==> src/rtl/pcap_pkg.sv <==
package pcap_pkg;

  // Meaning of one bit of the edge-select vector.
  typedef enum logic {
    SEL_RISE = 1'b0,
    SEL_FALL = 1'b1
  } edge_sel_e;

  // One-cycle event pulses derived from the external sampling clock.
  typedef struct packed {
    logic rise;
    logic fall;
  } edge_evt_t;

endpackage

==> src/rtl/pcap_sync.sv <==
module pcap_sync #(
  parameter int unsigned W      = 1,
  parameter int unsigned STAGES = 2
) (
  input  logic         clk,
  input  logic         rst_n,
  input  logic [W-1:0] d,
  output logic [W-1:0] q
);

  logic [STAGES-1:0][W-1:0] chain;

  always_ff @(posedge clk or negedge rst_n) begin
    if (!rst_n) begin
      chain <= '0;
    end else begin
      chain[0] <= d;
      for (int i = 1; i < STAGES; i++) begin
        chain[i] <= chain[i-1];
      end
    end
  end

  assign q = chain[STAGES-1];

endmodule

==> src/rtl/pcap_edge.sv <==
module pcap_edge
  import pcap_pkg::*;
#(
  parameter int unsigned STAGES = 2
) (
  input  logic      clk,
  input  logic      rst_n,
  input  logic      xclk_i,
  output edge_evt_t evt
);

  logic lvl_now;
  logic lvl_prev;

  pcap_sync #(.W(1), .STAGES(STAGES)) u_xsync (
    .clk   (clk),
    .rst_n (rst_n),
    .d     (xclk_i),
    .q     (lvl_now)
  );

  always_ff @(posedge clk or negedge rst_n) begin
    if (!rst_n) begin
      lvl_prev <= 1'b0;
    end else begin
      lvl_prev <= lvl_now;
    end
  end

  always_comb begin
    evt.rise = lvl_now & ~lvl_prev;
    evt.fall = ~lvl_now & lvl_prev;
  end

endmodule

==> src/rtl/pcap_bits.sv <==
module pcap_bits
  import pcap_pkg::*;
#(
  parameter int unsigned NPINS = 8
) (
  input  logic             clk,
  input  logic             rst_n,
  input  logic [NPINS-1:0] pin_s,
  input  edge_evt_t        evt,
  input  logic [NPINS-1:0] ext_en,
  input  logic [NPINS-1:0] fall_sel,
  output logic [NPINS-1:0] cap_o
);

  for (genvar b = 0; b < NPINS; b++) begin : g_bit
    edge_sel_e sel;
    logic      hit;
    logic      held;

    assign sel = edge_sel_e'(fall_sel[b]);

    always_comb begin
      unique case (sel)
        SEL_RISE: hit = evt.rise;
        SEL_FALL: hit = evt.fall;
        default:  hit = 1'b0;
      endcase
    end

    always_ff @(posedge clk or negedge rst_n) begin
      if (!rst_n) begin
        held <= 1'b0;
      end else if (ext_en[b] && hit) begin
        held <= pin_s[b];
      end
    end

    assign cap_o[b] = ext_en[b] ? held : pin_s[b];
  end

endmodule

==> src/rtl/pin_capture.sv <==
module pin_capture
  import pcap_pkg::*;
#(
  parameter int unsigned NPINS  = 8,
  parameter int unsigned REG_W  = 32,
  parameter int unsigned STAGES = 2
) (
  input  logic             clk,
  input  logic             rst_n,
  input  logic [NPINS-1:0] pins_i,
  input  logic             xclk_i,
  input  logic [REG_W-1:0] xclk_en_i,
  input  logic [REG_W-1:0] xclk_fall_i,
  output logic [NPINS-1:0] cap_o
);

  localparam int unsigned SPARE = REG_W - NPINS;

  logic [NPINS-1:0] pin_s;
  edge_evt_t        evt_w;
  logic             rise_w;
  logic             fall_w;

  pcap_sync #(.W(NPINS), .STAGES(STAGES)) u_psync (
    .clk   (clk),
    .rst_n (rst_n),
    .d     (pins_i),
    .q     (pin_s)
  );

  pcap_edge #(.STAGES(STAGES)) u_edge (
    .clk    (clk),
    .rst_n  (rst_n),
    .xclk_i (xclk_i),
    .evt    (evt_w)
  );

  assign rise_w = evt_w.rise;
  assign fall_w = evt_w.fall;

  pcap_bits #(.NPINS(NPINS)) u_bits (
    .clk      (clk),
    .rst_n    (rst_n),
    .pin_s    (pin_s),
    .evt      (evt_w),
    .ext_en   (xclk_en_i[NPINS-1:0]),
    .fall_sel (xclk_fall_i[NPINS-1:0]),
    .cap_o    (cap_o)
  );

  if (SPARE > 0) begin : g_spare
    logic unused_hi;
    assign unused_hi = ^{xclk_en_i[REG_W-1:NPINS], xclk_fall_i[REG_W-1:NPINS]};
  end

endmodule

==> config.mk <==
export PLATFORM = sky130hd
export DESIGN_NAME = pin_capture
export DESIGN_NICKNAME = d
export VERILOG_FILES = /design/src/rtl/pcap_pkg.sv /design/src/rtl/pcap_sync.sv /design/src/rtl/pcap_edge.sv /design/src/rtl/pcap_bits.sv /design/src/rtl/pin_capture.sv
export SDC_FILE = /design/constraint.sdc
export NUM_CORES = 1
export LEC_CHECK = 0
export ABC_CLOCK_PERIOD_IN_PS = 3800
export BUFFER_PORTS_ARGS = -buffer_cell sky130_fd_sc_hd__buf_2
export CAP_MARGIN = 10
export CORE_MARGIN = 5
export CORE_UTILIZATION = 40
export DETAILED_ROUTE_END_ITERATION = 10
export PLACE_DENSITY = 0.82
export SYNTH_ARGS = -nofsm -noshare
export SYNTH_HDL_FRONTEND = slang
export SYNTH_SLANG_ARGS = --single-unit
==> constraint.sdc <==
create_clock -name clk -period 3.8 [get_ports clk]
set_clock_uncertainty 0.05 [all_clocks]
set_input_delay 0.76 -clock clk [delete_from_list [all_inputs] [get_ports clk]]
set_output_delay 0.76 -clock clk [all_outputs]
set_load 0.005 [all_outputs]
==> out/metrics.yaml <==
outcome: "complete, no violations"
die_x_um: 60.34
cp_cell_sequence: "buf_2 -> mux2_2 -> buf_2"
hold_class: "reg2reg"
synth_most_common_cell: "dfrtp_1"
netlist_top_cells_area: "dfrtp_1, mux2_2, mux2_1"
netlist_top_cells_count: "dfrtp_1, mux2_2, nand2_1, nand2b_1"
slew_headroom: 0.6272
ys_seq_area_frac: 0.6667
swShare: 0.2248
rsz0062_at_grt: "false"
period_share: 0.5612
cts_root_buf: "clkbuf_4"
maxCapViolations: 0
synth_area_per_cell_um2: 14.69
placed_area_um2: 1221
cts_tree: "built"
ys.flop_type: "dfrtp_1"
clk_latency_ps: 300
yosysWarningCount: 0
coreArea_um2: 2455
antenna_found_initial: 0
cts_buffer_depth: 2
final-seq-area_um2: 675.6
grt_pass1_vias: 721
cts_resized: 0
finalSetupViolCount: 0
cp-start-kind: "primary input"
clock_power_share: 0.217
drc_errors: 0
nets: 183
routedWlPerCell_um: 12.57
crit_type: "in2out"
routed_via_density: 4.847
cts_htree_levels: 1
critPathMaxStageDelay_ps: 330
post_cts_buffers: 0
cts_buffers: 3
design_power_total_uw: 522.6
required_ps: 2990
grt_usage: 0.1125
leakagePower_nw: 0.5856
critical_path.max_fanout: 3
synth_edf_count: 0
worst_path_max_delay_cell: "mux2_2"
grt_max_degree: 28
ys_types: 12
synth_top_area_share: 0.6667
hold_viol: 0
overflow: 0
worst_pin_slew_ps: 559.2
drt_iter0_drc: 14
worst_slack_ps: 1668
place_ws_ps: 1666
stdcell_area_um2: 1247
initial_core_util: 0.4128
setup-tns-final_ps: 0
switchingPower_uw: 117.5
cp_common_cell: "buf_2"
dr.pass1.iters: 4
cts_hold_buffers: 0
ir_drop_v: 0.0002606
syn_nets: 144
rows: 18
grt_pass1_wl_um: 3049
port_buffers: 34
drv_slew: 0
synth-seq-cells: 27
multi_input_area_um2: 337.8
antenna_left: 0
drt_wl_total_um: 1722
arrival_ps: 1320
internal_power_uw: 405.1
syn_to_final_growth_pct: 23.09
syn-cell-area_um2: 1013
post-place-cells: 133
clock-sinks: 27
die_height_um: 60.34
fill_cells: 241
async_flop_share: 1.000
gp_congestion: 0.6749
dieArea_um2: 3640
drive_above_1_share: 0.4673
synth_cells: 69
end_kind: "output port"
synth_largest_area_cell: "dfrtp_1"
fmax_mhz: 469.0
pin_count: 83
powerDensity_nw_per_um2: 419.0
vias: 664
p_comb_frac: 0.153
final_cells: 137
path_clk_slew_ps: 120
diodes: 0
period_needed_ps: 2132
share_seq_of_total_power: 0.630
## state kept, by name (all words and copies together), names as in the netlist
signal	count
u_bits.g_bit.held	8
u_psync.chain	8
u_psync.q	8
u_edge.lvl_prev	1
u_edge.u_xsync.chain	1
u_edge.u_xsync.q	1
## critical path: cells and delay by family
kind     cells  cell delay (ps)
mux          1              330
buf+inv      2              230
## power by group through the flow
stage	Combinational, mW	Clock [mW]	Sequential (mW)
2_1_floorplan	0.0432	0	0.331
3_3_place_gp	0.0797	0	0.332
3_5_place_dp	0.0821	0	0.335
4_1_cts	0.0826	0.123	0.329
5_1_grt	0.0914	0.134	0.334
6_report	0.0800	0.113	0.329
## cell type report
| cell class | count | area share |
|---|---|---|
| clock buffer | 4 | 0.02106 |
| multi-input combinational | 42 | 0.2708 |
| sequential | 27 | 0.5416 |
| tap | 30 | 0.03009 |
| timing repair buffer | 34 | 0.1364 |
## worst paths after layout
check / slack [ps] / cells past startpoint / end / startpoint
worst max-delay path: 1670 / 3 / cap_o[7] / xclk_en_i[7]
worst min-delay path: 310 / 0 / u_edge.u_xsync.q / u_edge.u_xsync.chain[0]
max in group asynchronous: 2950 / 1 / u_psync.q[1] / rst_n
min in group asynchronous: 370 / 1 / u_psync.q[2] / rst_n
worst max register to register: 2380 / 3 / u_bits.g_bit[3].held / u_edge.u_xsync.q
worst min register to register: 310 / 0 / u_edge.u_xsync.q / u_edge.u_xsync.chain[0]
## through the flow
step / hold WS, ps / util
after detailed placement: 285.6 / 0.4975
after global placement: 282.2 / 0.4975
after floorplan: 281.2 / -
after CTS: 316.5 / 0.5082
after global routing: 324.6 / 0.5082
final: 311.9 / 0.5082
## kinds of logic after synthesis
kind of cell | count (synthesis) | synth area share
compound gates | 9 | 0.06173
simple gates | 17 | 0.09383
mux | 16 | 0.1778
flops | 27 | 0.6667
## placed cells by master (no fill, tap or decap)
cell      synthesis  final
a21o_1            1      1
buf_2             0     34
nand2b_2          1      1
clkbuf_1          0      1
nand3_1           1      1
o22ai_2           1      1
o22ai_1           6      6
mux2_1            6      6
nand2_1           7      7
clkbuf_4          0      3
dfrtp_1          27     27
nand2b_1          7      7
or2b_4            1      1
o21ai_0           1      1
mux2_2           10     10
## metal layers
layer	up-vias	global-route usage	share of wire
met5	-	0	0
met4	0	0.04747	0.0081
met3	2	0.02553	0.071
met2	19	0.1929	0.55
met1	323	0.1362	0.37
li1	320	-	-
No activity file was read; power rests on OpenSTA's default activity.
